===== src/rtl/shmap_pkg.sv =====
package shmap_pkg;
   typedef enum logic {
      DEV_ROM = 1'b0,
      DEV_RAM = 1'b1
   } mem_dev_e;

   localparam int DEF_ADDR_W     = 16;
   localparam int DEF_SEG_W      = 3;
   localparam int DEF_DEV_ADDR_W = 15;
endpackage


===== src/rtl/shmap_ctl_reg.sv =====
module shmap_ctl_reg (
   input  logic clk,
   input  logic rst_n,
   input  logic ctl_we,
   input  logic ctl_d,
   output logic shadow_en
);
   always_ff @(posedge clk or negedge rst_n) begin
      if (!rst_n)      shadow_en <= 1'b0;
      else if (ctl_we) shadow_en <= ctl_d;
   end

   // write strobe captures, no strobe holds
   assert_capture_R6: assert property (@(posedge clk) disable iff (!rst_n)
      ctl_we |=> (shadow_en == $past(ctl_d)));
   assert_hold_R6: assert property (@(posedge clk) disable iff (!rst_n)
      !ctl_we |=> $stable(shadow_en));
endmodule


===== src/rtl/shmap_seg_route.sv =====
module shmap_seg_route
   import shmap_pkg::*;
#(
   parameter int SEG_W         = DEF_SEG_W,
   parameter int SLICE_W       = 2,
   parameter int RAM_FIRST_SEG = 1,
   parameter int RAM_SEGS      = 4,
   parameter int BOOT_SEG      = 0,
   parameter int SWAP_SEG      = 4
) (
   input  logic [SEG_W-1:0]   seg,
   input  logic               shadow_en,
   input  logic               refresh,
   output mem_dev_e           dev,
   output logic [SLICE_W-1:0] slice,
   output logic               wprot
);
   localparam int NSEG      = 1 << SEG_W;
   localparam int BOOT_SL   = (BOOT_SEG < RAM_FIRST_SEG) ? BOOT_SEG : BOOT_SEG - RAM_SEGS;
   localparam int SWAP_RSL  = SWAP_SEG - RAM_FIRST_SEG;

   if (RAM_FIRST_SEG + RAM_SEGS > NSEG) begin : g_bad_ram
      $error("RAM segments exceed address space");
   end
   if (SWAP_SEG < RAM_FIRST_SEG || SWAP_SEG >= RAM_FIRST_SEG + RAM_SEGS) begin : g_bad_swap
      $error("swap segment must be a RAM segment");
   end
   if (BOOT_SEG >= RAM_FIRST_SEG && BOOT_SEG < RAM_FIRST_SEG + RAM_SEGS) begin : g_bad_boot
      $error("boot segment must be a read-only segment");
   end

   logic [NSEG-1:0]    nrm_ram;
   logic [NSEG-1:0]    shd_ram;
   logic [SLICE_W-1:0] nrm_sl [NSEG];
   logic [SLICE_W-1:0] shd_sl [NSEG];

   for (genvar s = 0; s < NSEG; s++) begin : g_seg
      localparam bit IS_RAM = (s >= RAM_FIRST_SEG) && (s < RAM_FIRST_SEG + RAM_SEGS);
      localparam int SL     = IS_RAM ? (s - RAM_FIRST_SEG)
                                     : ((s < RAM_FIRST_SEG) ? s : (s - RAM_SEGS));
      assign nrm_ram[s] = IS_RAM;
      assign nrm_sl[s]  = SLICE_W'(SL);
      if (s == BOOT_SEG) begin : g_boot
         assign shd_ram[s] = 1'b1;
         assign shd_sl[s]  = SLICE_W'(SWAP_RSL);
      end else if (s == SWAP_SEG) begin : g_swap
         assign shd_ram[s] = 1'b0;
         assign shd_sl[s]  = SLICE_W'(BOOT_SL);
      end else begin : g_same
         assign shd_ram[s] = IS_RAM;
         assign shd_sl[s]  = SLICE_W'(SL);
      end
   end

   logic in_boot;
   assign in_boot = (seg == SEG_W'(BOOT_SEG));

   always_comb begin
      if (refresh && in_boot) begin
         dev   = DEV_ROM;
         slice = SLICE_W'(BOOT_SL);
      end else if (shadow_en) begin
         dev   = shd_ram[seg] ? DEV_RAM : DEV_ROM;
         slice = shd_sl[seg];
      end else begin
         dev   = nrm_ram[seg] ? DEV_RAM : DEV_ROM;
         slice = nrm_sl[seg];
      end
      wprot = shadow_en && in_boot && !refresh;
   end
endmodule


===== src/rtl/shmap_strobes.sv =====
module shmap_strobes
   import shmap_pkg::*;
(
   input  logic     clk,
   input  logic     rst_n,
   input  logic     mreq_n,
   input  logic     rfsh_n,
   input  logic     rd_n,
   input  logic     wr_n,
   input  mem_dev_e dev,
   input  logic     wprot,
   output logic     ram_ce_n,
   output logic     rom_ce_n,
   output logic     mem_oe_n,
   output logic     ram_we_n
);
   logic req;
   assign req      = !mreq_n;
   assign ram_ce_n = !(req && dev == DEV_RAM);
   assign rom_ce_n = !(req && dev == DEV_ROM);
   assign mem_oe_n = !(req && (!rd_n || !rfsh_n));
   assign ram_we_n = !(req && dev == DEV_RAM && !wr_n && rfsh_n && !wprot);

   // enables need a memory request and never overlap
   assert_ce_needs_mreq_R5: assert property (@(posedge clk) disable iff (!rst_n)
      mreq_n |-> (ram_ce_n && rom_ce_n));
   assert_ce_exclusive_R5: assert property (@(posedge clk) disable iff (!rst_n)
      $countones({!ram_ce_n, !rom_ce_n}) <= 1);
   // blocked window never writes
   assert_wprot_blocks_R3: assert property (@(posedge clk) disable iff (!rst_n)
      wprot |-> ram_we_n);
   // write strobe only with RAM enabled and outside refresh
   assert_we_qualified_R8: assert property (@(posedge clk) disable iff (!rst_n)
      !ram_we_n |-> (!ram_ce_n && !wr_n && rfsh_n));
endmodule


===== src/rtl/shmap_decoder.sv =====
module shmap_decoder
   import shmap_pkg::*;
#(
   parameter int ADDR_W        = DEF_ADDR_W,
   parameter int SEG_W         = DEF_SEG_W,
   parameter int DEV_ADDR_W    = DEF_DEV_ADDR_W,
   parameter int RAM_FIRST_SEG = 1,
   parameter int RAM_SEGS      = 4,
   parameter int BOOT_SEG      = 0,
   parameter int SWAP_SEG      = 4
) (
   input  logic                  clk,
   input  logic                  rst_n,
   input  logic                  ctl_we,
   input  logic                  ctl_d,
   input  logic [ADDR_W-1:0]     addr,
   input  logic                  mreq_n,
   input  logic                  rfsh_n,
   input  logic                  rd_n,
   input  logic                  wr_n,
   output logic                  ram_ce_n,
   output logic                  rom_ce_n,
   output logic                  mem_oe_n,
   output logic                  ram_we_n,
   output logic [DEV_ADDR_W-1:0] dev_addr
);
   localparam int OFS_W   = ADDR_W - SEG_W;
   localparam int SLICE_W = DEV_ADDR_W - OFS_W;

   if (SLICE_W < 1) begin : g_bad_width
      $error("device address must be wider than the segment offset");
   end

   logic               shadow_en;
   mem_dev_e           dev;
   logic [SLICE_W-1:0] slice;
   logic               wprot;
   logic [SEG_W-1:0]   seg;

   assign seg = addr[ADDR_W-1 -: SEG_W];

   shmap_ctl_reg u_ctl (
      .clk       (clk),
      .rst_n     (rst_n),
      .ctl_we    (ctl_we),
      .ctl_d     (ctl_d),
      .shadow_en (shadow_en)
   );

   shmap_seg_route #(
      .SEG_W         (SEG_W),
      .SLICE_W       (SLICE_W),
      .RAM_FIRST_SEG (RAM_FIRST_SEG),
      .RAM_SEGS      (RAM_SEGS),
      .BOOT_SEG      (BOOT_SEG),
      .SWAP_SEG      (SWAP_SEG)
   ) u_route (
      .seg       (seg),
      .shadow_en (shadow_en),
      .refresh   (!rfsh_n),
      .dev       (dev),
      .slice     (slice),
      .wprot     (wprot)
   );

   shmap_strobes u_strb (
      .clk      (clk),
      .rst_n    (rst_n),
      .mreq_n   (mreq_n),
      .rfsh_n   (rfsh_n),
      .rd_n     (rd_n),
      .wr_n     (wr_n),
      .dev      (dev),
      .wprot    (wprot),
      .ram_ce_n (ram_ce_n),
      .rom_ce_n (rom_ce_n),
      .mem_oe_n (mem_oe_n),
      .ram_we_n (ram_we_n)
   );

   assign dev_addr = {slice, addr[OFS_W-1:0]};

   // offset passes straight through
   assert_offset_R7: assert property (@(posedge clk) disable iff (!rst_n)
      dev_addr[OFS_W-1:0] == addr[OFS_W-1:0]);
   // refresh in the boot segment reaches the read-only device
   assert_refresh_rom_R4: assert property (@(posedge clk) disable iff (!rst_n)
      (!mreq_n && !rfsh_n && seg == SEG_W'(BOOT_SEG)) |-> (!rom_ce_n && ram_ce_n));
   // shadowed boot read lands in RAM
   assert_shadow_boot_R2: assert property (@(posedge clk) disable iff (!rst_n)
      (shadow_en && !mreq_n && rfsh_n && seg == SEG_W'(BOOT_SEG)) |->
      (!ram_ce_n && dev_addr[DEV_ADDR_W-1:OFS_W] == SLICE_W'(SWAP_SEG - RAM_FIRST_SEG)));
   // no shadow, boot segment on the read-only device
   assert_normal_boot_R1: assert property (@(posedge clk) disable iff (!rst_n)
      (!shadow_en && !mreq_n && seg == SEG_W'(BOOT_SEG)) |-> !rom_ce_n);
endmodule


===== config.mk =====
export PLATFORM = sky130hd
export DESIGN_NAME = shmap_decoder
export DESIGN_NICKNAME = d
export VERILOG_FILES = /design/src/rtl/shmap_pkg.sv /design/src/rtl/shmap_ctl_reg.sv /design/src/rtl/shmap_seg_route.sv /design/src/rtl/shmap_strobes.sv /design/src/rtl/shmap_decoder.sv
export SDC_FILE = /design/constraint.sdc
export NUM_CORES = 1
export LEC_CHECK = 0
export ABC_AREA = 0
export BUFFER_PORTS_ARGS = -buffer_cell sky130_fd_sc_hd__buf_2
export CAP_MARGIN = 20
export CORE_AREA = 2 2 39 41
export DETAILED_ROUTE_END_ITERATION = 8
export DIE_AREA = 0 0 41 43
export SETUP_SLACK_MARGIN = 0.1
export SYNTH_ARGS = -nofsm -noshare
export SYNTH_HDL_FRONTEND = slang
export SYNTH_SLANG_ARGS = --single-unit

===== constraint.sdc =====
create_clock -name clk -period 1.6 [get_ports clk]
set_clock_uncertainty 0.15 [all_clocks]
set_input_delay 0.16 -clock clk [delete_from_list [all_inputs] [get_ports clk]]
set_output_delay 0.16 -clock clk [all_outputs]
set_load 0.05 [all_outputs]

==> reports/qor.csv, run 1 <==
metric,value,unit
"slowest stage delay, CP",240,ps
Layout area overhead,62.5,%
Worst path depth,8,
Hold Path Class,primary input to output pin,
final hold vios,0,
Yosys cell types,21,
Sequential Area,26.3,µm²
area of the multi-input gates,234,µm²
layout cell share with drive strength beyond 1,0.660,
Gate Count Post-Synth,42,
P_leak,0.233,nW
status,"complete, no violations",
CP max FO,3,
Peak Freq,630,MHz
DR iter-0 viols,1,
Clock Latency Late Sink,0,ps
pre-CTS setup slack,-165,ps
Critical Path Most Common Cell,ha_4,
RSZ-0062 raised after global routing,yes,
met3 wire len,66,µm
placed cells,67,
WS Path Type,primary input to output pin,
"Cell Area, Synth",320,µm²
largest net degree at the start of global routing,10,
die height,43,µm
top flop regs,u_ctl.shadow_en x1,
vias,304,
final non-filler cell total,69,
FP Rows,14,
worst rel slew slack,0.778,
metal2 WL,325,µm
core area,1380,µm²
DP Area,454,µm²
Final period util,0.992,
metal1 wirelength,293,µm
initial antenna violation count,0,
Pwr per Cell Area,426,nW/µm²
Reg-to-Reg Start,u_ctl.shadow_en$_DFFE_PN0P_,
gr ovfl total,0,
Hold Path Origin,addr[0],
port bufs,16,
Peak VDD IR,0.175,mV
WP buf/inv,3,
# diodes,0,
nets@finish,83,
crit path cell chain,buf_8 -> clkinv_8 -> ha_4 -> ha_4 -> nor2b_4 -> a211oi_2 -> or2_1 -> buf_6,
post-route ant nets,0,
All-Layer GR Usage,0.0812,
first-pass GRT wire length,1070,µm
Reg2Reg Depth,1,
vias in the first global route,281,
max reg flops,1,
CP startpoint kind,primary input,
Slew @ Worst Pin,329,ps
"Avg Cell Area, Syn",7.63,µm²
endpoint class of the critical path,output pin,
"flops & latches, synth",1,
"Seq/Total Area, Yosys",0.0781,
yosys warns,0,
worst hold path depth,0,
worst path arrival time,1280,ps
Area contributors post-synth,"buf_4 (30%), ha_1 (16%), dfrtp_1 (7.8%)",
drt drc,0,
CP startpoint,addr[14],
setup ws final,13.1,ps
Crit path max-delay family,adder cells,
highest metal used,met4,
DR pass1 iterations,2,
slowest cell on the critical path,a211oi_2,
Syn Nets,70,
WL final,693,µm
top-area cell type share of the netlist area,0.305,
chip width,41,µm
register name with the most flops,u_ctl.shadow_en,
CP Data Required Time,1290,ps
vias per inst,4.41,
Fillers,144,
post-route design area,520,µm²
die area,1760,µm²
Avg WL per Cell,10.0,µm
"Min Clock Period, post-route",1590,ps
Yosys top cell by area,buf_4,
Max Slew Vio Count,0,
final setup vio count,0,
gp weighted congestion,0.646,
final core utilization,0.376,
Max Cap Viol,0,
total I/O pin count,43,
Initial Utilization,0.231,
## layout by cell type, fill, tap and decap left out
master / instances
buf_2: 9
buf_4: 7
buf_6: 6
nor2_1: 3
a211oi_1: 2
inv_1: 2
ha_4: 2
ha_1: 2
inv_4: 1
a21oi_1: 1
nor2b_4: 1
a211oi_4: 1
clkinv_8: 1
nand2_1: 1
or3_1: 1
o21ai_0: 1
a31oi_4: 1
a21o_1: 1
nor2_2: 1
a211oi_2: 1
nand2b_1: 1
nand3b_1: 1
or2_1: 1
mux2_2: 1
dlygate4sd3_1: 1
buf_8: 1
buf_12: 1
dfrtp_2: 1
## kinds of logic after synthesis
family,share of synthesized area
AO/OA/AOI/OAI,0.184
flip-flops,0.0781
adder cells (fa/ha/maj),0.156
buffers and inverters,0.387
multiplexers,0.0352
AND/OR/NAND/NOR,0.160
## power breakdown
| group | internal [W] | total [W] | leakage, nW | switching, W |
|---|---|---|---|---|
| Combinational | 0.0000864 | 0.000186 | 0.222 | 0.0000999 |
| Sequential | 0.0000288 | 0.0000354 | 0.0107 | 0.00000659 |
| Clock | 0 | 0 | 0 | 0 |
| Total | 0.000115 | 0.000222 | 0.233 | 0.000106 |
## metal layers
| layer | up-vias | global-route usage |
|---|---|---|
| met5 | - | 0 |
| met4 | 0 | 0.0133 |
| met3 | 2 | 0.00524 |
| met2 | 15 | 0.134 |
| met1 | 139 | 0.112 |
| li1 | 148 | - |
## Yosys cell counts
library cell and n:
a31oi_1 1, a211oi_2 1, o21ai_0 1, a211oi_1 3
clkinv_1 1, or2_1 1, nand3b_1 1, or3_1 1
dfrtp_1 1, ha_1 4, nand2b_1 1, mux2_2 1
inv_1 2, a21oi_1 1, inv_2 1, buf_4 13
nor2b_1 1, a21o_1 1, buf_6 1, nor2_1 4
nand2_1 1
## timing repair
| item | 4_1_cts | 5_1_grt |
|---|---|---|
| pin swaps | 4 | 2 |
| hold endpoints to repair | 1 | 0 |
| gates resized for setup | 15 | 0 |
| buffers inserted | 0 | 1 |
| hold buffers | 1 | 0 |
| endpoints found under the setup margin | 5 | 5 |
## final timing paths
check / endpoint / slack (ps)
setup / recovery: rom_ce_n / 10
hold / removal: dev_addr[0] / 170
setup reg to reg: u_ctl.shadow_en$_DFFE_PN0P_ / 600
hold reg to reg: u_ctl.shadow_en$_DFFE_PN0P_ / 490
max in group asynchronous: u_ctl.shadow_en$_DFFE_PN0P_ / 890
min in group asynchronous: u_ctl.shadow_en$_DFFE_PN0P_ / 320
## layout make-up
class / instances / share of cell area
inverters: 4 / 0.0577
multi-input cells: 23 / 0.450
flip-flops and latches: 1 / 0.0505
well taps: 16 / 0.0385
repair buffers: 25 / 0.404
## stage by stage
| stage | TNS [ps] | hold WS, ps | power, W |
|---|---|---|---|
| finish | 0 | 170 | 0.000222 |
| global route | -60.9 | 170 | 0.000238 |
| CTS | 0 | 170 | 0.000223 |
| detailed placement | -491 | -214 | 0.000199 |
| global placement | -404 | -216 | 0.000196 |
| floorplan | 0 | -286 | 0.000235 |
(Power assumes the default switching activity.)
==> run 2, diff against run 1 <==
- CORE_AREA: 2 2 39 41 -> 10 10 47 49
- DIE_AREA: 0 0 41 43 -> 0 0 57 59
- PLACE_DENSITY: not set -> 0.67
- SYNTH_HIERARCHICAL: not set -> 1
==> run 2 against run 1 <==
  * The flow now finishes with violations (setup timing)
  * Total power rose by 20%
  * Cell count rose by 5.8%
  * Design area rose by 18%
  * Critical path type unchanged
==> reports/qor.csv, run 2 <==
metric,value,unit,change
WL final,922,µm,+33%
Layout area overhead,77.2,%,
WHS Endpoint,dev_addr[2],,
"Min Clock Period, post-route",2000,ps,+415 ps
Hold Path Origin,addr[2],,
"Cell Area, Synth",345,µm²,+7.8%
DR iter-0 viols,1,,unchanged
largest family of logic cells by synthesized area,buffers and inverters,,
post-synthesis compound-gate area fraction,0.181,,-0.00243
placed cells,69,,+3.0%
total I/O pin count,43,,unchanged
Hold Path Class,primary input to output pin,,
post-route ant nets,0,,unchanged
CP Data Required Time,1290,ps,about the same
WS Path Type,primary input to output pin,,
Post-synth EDFFs,0,,unchanged
Reg-to-Reg Start,u_ctl/shadow_en$_DFFE_PN0P_,,
Synth Area in Simple Gates,0.178,,+0.0174
slowest cell on the critical path,or4b_4,,
vias in the first global route,328,,+17%
drt drc,0,,unchanged
port bufs,16,,unchanged
Avg WL per Cell,12.6,µm,+26%
Gate Count Post-Synth,39,,-7.1%
DPL Wire Length,804,µm,
core area,1400,µm²,+1.3%
logic gate share of total power,0.871,,+0.031
initial antenna violation count,0,,unchanged
endpoint class of the critical path,output pin,,
gr ovfl total,0,,unchanged
Critical R2R Capture,u_ctl/shadow_en$_DFFE_PN0P_,,
Max Cap Viol,0,,unchanged
top flop regs,u_ctl/shadow_en x1,,
final non-filler cell total,73,,+5.8%
final core utilization,0.437,,+0.0605
Initial Utilization,0.246,,+0.0150
die area,3360,µm²,+91%
worst path arrival time,1690,ps,+410 ps
vias per inst,4.47,,+1.4%
"commonest cells after routing, fill and taps aside","buf_4 (13), buf_2 (9), buf_8 (3), buf_6 (3), ha_4 (3)",,
top-area cell type share of the netlist area,0.283,,-0.0221
sw power,0.000121,W,+13%
Clock Latency Late Sink,0,ps,unchanged
DR pass1 iterations,2,,unchanged
Reg2Reg Depth,2,,+1
Sw Share,0.453,,-0.0276
Pint,0.000146,W,+27%
post-synthesis mux area share,0.0725,,+0.0373
FF-to-FF setup slack,490,ps,-110 ps
worst rel slew slack,0.819,,+0.0401
"flops & latches, synth",1,,unchanged
share of power burned in registers,0.129,,-0.031
largest net degree at the start of global routing,7,,-3
total power,0.000267,W,+20%
CP startpoint kind,primary input,,
Max Slew Vio Count,0,,unchanged
Clk pwr share,0,,unchanged
WP buf/inv,3,,unchanged
Yosys top cell by area,buf_4,,
status,"complete, but fails checks",,
"top cells by count, synth","buf_4 (13), ha_1 (4), inv_1 (4)",,
final setup vio count,2,,+2
setup TNS,-653,ps,-653 ps
Syn Nets,67,,-4.3%
yosys warns,6,,+6
Yosys cell types,19,,-9.5%
Min Hold Slack,170,ps,+0.00400 ps
"count leader, synth",buf_4,,
vias,326,,+7.2%
chip width,57,µm,+39%
nets@finish,87,,+4.8%
Final period util,1.25,,+0.259
area of the multi-input gates,272,µm²,+16%
Area contributors post-synth,"buf_4 (28%), ha_1 (14%), dfrtp_1 (7.2%)",,
max reg flops,1,,unchanged
worst hold path depth,0,,unchanged
Crit path max-delay family,simple AND/OR/NAND/NOR gates,,
"Avg Cell Area, Syn",8.85,µm²,+16%
# diodes,0,,unchanged
register name with the most flops,u_ctl/shadow_en,,
Post-Synth XOR/XNOR Area,0.0254,,+0.0254
Peak Freq,500,MHz,-21%
Fillers,137,,-4.9%
P_leak,0.296,nW,+27%
"commonest non-fill, non-tap cell in the layout",buf_4,,
gp weighted congestion,0.658,,+1.9%
CP max FO,2,,-1
Pwr per Cell Area,436,nW/µm²,+2.3%
Slew @ Worst Pin,272,ps,-56.7 ps
"FFs w/ async S/R, synth",1.00,,unchanged
RSZ-0062 raised after global routing,yes,,
Peak VDD IR,0.113,mV,-35%
failing checks,setup timing,,
FP Rows,14,,unchanged
Sequential Area,26.3,µm²,unchanged
"slowest stage delay, CP",490,ps,+250 ps
"Seq/Total Area, Yosys",0.0725,,-0.00566
Adder-Cell Fraction of Synth Area,0.145,,-0.0113
die height,59,µm,+37%
All-Layer GR Usage,0.0507,,-0.0305
layout cell share with drive strength beyond 1,0.789,,+0.129
final hold vios,0,,unchanged
Synth Flop Type,dfrtp_1,,
crit path cell chain,buf_12 -> inv_12 -> ha_4 -> ha_4 -> nor2_2 -> a221oi_4 -> nand2b_4 -> or4b_4 -> buf_8,,
setup ws final,-402,ps,-415 ps
first-pass GRT wire length,1500,µm,+40%
Critical Path Most Common Cell,ha_4,,
-- run 2: layout make-up --
class | count | share of cell area
Multi-Input combinational cell | 21 | 0.444
Timing Repair Buffer | 31 | 0.423
Inverter | 4 | 0.0573
Sequential cell | 1 | 0.0429
Tap cell | 16 | 0.0327
-- run 2: worst max path at each step --
stage / slack [ps] / startpoint / cells past startpoint / endpoint
after CTS: -440 / addr[13] / 9 / ram_we_n
after global placement: -600 / addr[13] / 9 / ram_we_n
after detailed placement: -620 / addr[13] / 9 / ram_we_n
after floorplan: -420 / addr[13] / 7 / ram_we_n
final: -400 / addr[13] / 9 / ram_we_n
after global routing: -470 / addr[13] / 9 / ram_we_n
-- run 2: what timing repair did --
| action | CTS | global route |
|---|---|---|
| endpoints found under the hold margin | 1 | 0 |
| setup buffers | 3 | 0 |
| pin swaps | 3 | 1 |
| resized for setup | 15 | 8 |
| setup endpoints to repair | 4 | 5 |
| hold buffers | 1 | 0 |
-- run 2: power groups by stage --
stage                     Sequential [W]  Combinational, W  Clock [W]
after floorplan                0.0000338          0.000206          0
after global placement         0.0000331          0.000185          0
after detailed placement       0.0000331          0.000187          0
after CTS                      0.0000333          0.000219          0
after global routing           0.0000356          0.000250          0
final                          0.0000344          0.000232          0
-- run 2: cells by family (layout without fill, tap and decap cells) --
family / count (synthesis) / in the layout
DFF: 1 / 1
adders and majority gates: 4 / 4
muxes: 2 / 2
and+or+nand+nor: 8 / 8
AOI/OAI and AO/OA: 6 / 6
xor gates and xnor gates: 1 / 1
buffers and inverters: 17 / 35
-- run 2: metrics by stage --
step                      cell area [µm²]  worst slack (ps)
after global routing                  612              -469
final                                 612              -402
after floorplan                       405              -423
after CTS                             571              -437
after detailed placement              490              -619
after global placement                490              -599
-- run 2: worst register-to-register path, cell delays in order, from the launching register on --
cell	delay [ps]
dfrtp_2	430
buf_4	150
mux2_4	250
-- run 2: layer usage --
layer  wire [µm]  track usage
met2         494        0.101
met5           0            0
met4           0      0.00336
met3         149       0.0258
met1         278       0.0467
==> run 3, diff against run 2 <==
- clock period: 1.6 -> 2.46 ns (I/O delays scaled with it)
==> run 3 against run 2 <==
  * The run now ends clean
  * Design area decreased by 31%
  * Core utilization decreased by 13 points
  * Via count decreased by 19%
  * Worst hold slack improved by 160 ps
  * Critical path depth unchanged
  * Total power decreased by 53%
  * First-iteration DRC count decreased by 100%
  * Die area unchanged
  * Sequential share of layout area increased by 1.6 points
  * Combinational power decreased by 56%
  * Cell count decreased by 18%
  * Wire length decreased by 24%
  * Critical path type unchanged
  * Largest cell class unchanged
==> reports/qor.csv, run 3 (same netlist as run 2, synthesis figures left out) <==
metric,value,unit,change
status,"complete, no violations",,
CP startpoint kind,primary input,,
Initial Utilization,0.246,,unchanged
CP max FO,3,,+1
logic gate share of total power,0.816,,-0.055
Peak Freq,441,MHz,
"Min Clock Period, post-route",2270,ps,
post-route design area,424,µm²,-31%
RSZ-0062 raised after global routing,no,,
"commonest cells after routing, fill and taps aside","buf_2 (12), nor2_1 (3)",,
die area,3360,µm²,unchanged
Pint,0.0000589,W,-60%
drt drc,0,,unchanged
DR pass1 iterations,1,,-1
Max Slew Vio Count,0,,unchanged
share of power burned in registers,0.184,,+0.055
layout cell share with drive strength beyond 1,0.636,,-0.153
Crit path max-delay family,simple AND/OR/NAND/NOR gates,,
Hold Path Class,primary input to flip-flop,,
Layout area overhead,22.8,%,
Peak VDD IR,0.0660,mV,-42%
CP Data Required Time,2060,ps,+770 ps
sw power,0.0000654,W,-46%
chip width,57,µm,unchanged
DPL Wire Length,625,µm,-22%
Critical Path Most Common Cell,ha_4,,
Final period util,0.922,,
vias in the first global route,259,,-21%
Avg WL per Cell,11.8,µm,-7.0%
largest net degree at the start of global routing,9,,+2
setup TNS,0,ps,+653 ps
Sw Share,0.526,,+0.0736
register name with the most flops,u_ctl/shadow_en,,
clock slew at reported path FFs,0,ps,
die height,59,µm,unchanged
DR iter-0 viols,0,,-1
final hold vios,0,,unchanged
first-pass GRT wire length,1100,µm,-26%
post-route ant nets,0,,unchanged
Max Cap Viol,0,,unchanged
vias per inst,4.42,,-1.1%
Clk pwr share,0,,unchanged
DP Area,362,µm²,-26%
slowest cell on the critical path,or4b_4,,
P_leak,0.213,nW,-28%
initial antenna violation count,0,,unchanged
All-Layer GR Usage,0.0364,,-0.0144
top flop regs,u_ctl/shadow_en x1,,
crit path cell chain,buf_6 -> inv_4 -> ha_4 -> ha_4 -> nor2_1 -> a221oi_2 -> nand2b_4 -> or4b_4 -> buf_8,,
core area,1400,µm²,unchanged
# diodes,0,,unchanged
port bufs,16,,unchanged
gp weighted congestion,0.604,,-8.3%
WL final,705,µm,-24%
Clock Latency Late Sink,0,ps,unchanged
"slowest stage delay, CP",540,ps,+50 ps
WS Path Type,primary input to output pin,,
max reg flops,1,,unchanged
Slew @ Worst Pin,313,ps,+41.2 ps
Pwr per Cell Area,293,nW/µm²,-33%
WP buf/inv,3,,unchanged
total I/O pin count,43,,unchanged
final setup vio count,0,,-2
Fillers,152,,+11%
vias,265,,-19%
worst path arrival time,1870,ps,+180 ps
nets@finish,74,,-15%
worst rel slew slack,0.791,,-0.0274
endpoint class of the critical path,output pin,,
"commonest non-fill, non-tap cell in the layout",buf_2,,
FP Rows,14,,unchanged
gr ovfl total,0,,unchanged
run 3: metal layers:
| metal | global-route usage | vias up | share of wire |
|---|---|---|---|
| li1 | - | 130 | - |
| met1 | 0.0298 | 121 | 0.38 |
| met2 | 0.0775 | 14 | 0.48 |
| met3 | 0.0193 | 0 | 0.14 |
| met4 | 0 | 0 | 0 |
| met5 | 0 | - | 0 |
run 3: worst paths after layout:
check	startpoint	to	slack (ps)	cells past startpoint
setup / recovery	addr[13]	ram_we_n	190	9
hold / removal	ctl_d	u_ctl/shadow_en$_DFFE_PN0P_	330	2
setup reg to reg	u_ctl/shadow_en$_DFFE_PN0P_	u_ctl/shadow_en$_DFFE_PN0P_	1420	1
hold reg to reg	u_ctl/shadow_en$_DFFE_PN0P_	u_ctl/shadow_en$_DFFE_PN0P_	590	1
max in group asynchronous	rst_n	u_ctl/shadow_en$_DFFE_PN0P_	1670	2
min in group asynchronous	rst_n	u_ctl/shadow_en$_DFFE_PN0P_	410	2
run 3: what timing repair did:
item / in CTS / in global routing
setup buffers: 0 / 0
gates cloned: 0 / 0
hold buffers: 1 / 0
gates resized for setup: 2 / 12
setup endpoints to repair: 1 / 1
pin swaps: 0 / 2
hold endpoints to repair: 1 / 0
run 3: cell type report:
cell class / instances / area [µm²] / share of cell area
Tap cell: 16 / 20.0 / 0.0472
Inverter: 4 / 17.5 / 0.0413
Multi-Input combinational cell: 21 / 239 / 0.563
Timing Repair Buffer: 18 / 123 / 0.289
Sequential cell: 1 / 25.0 / 0.0590
run 3: metrics by stage:
step / setup slack (ps) / total power [W] / utilization / hold slack [ps] / cells
after floorplan: 220 / 0.000147 / - / -200 / 39
after global placement: 87.0 / 0.000114 / 0.258 / -130 / 59
after detailed placement: 58.9 / 0.000116 / 0.258 / -128 / 59
after CTS: 101 / 0.000118 / 0.270 / 333 / 60
after global routing: 119 / 0.000134 / 0.303 / 337 / 60
final: 192 / 0.000124 / 0.303 / 334 / 60
run 3: power by group through the flow:
stage	Clock [W]	Sequential, W	Combinational, W
floorplan	0	0.0000217	0.000125
global placement	0	0.0000230	0.0000911
detailed placement	0	0.0000231	0.0000929
CTS	0	0.0000231	0.0000951
global route	0	0.0000238	0.000110
finish	0	0.0000229	0.000101
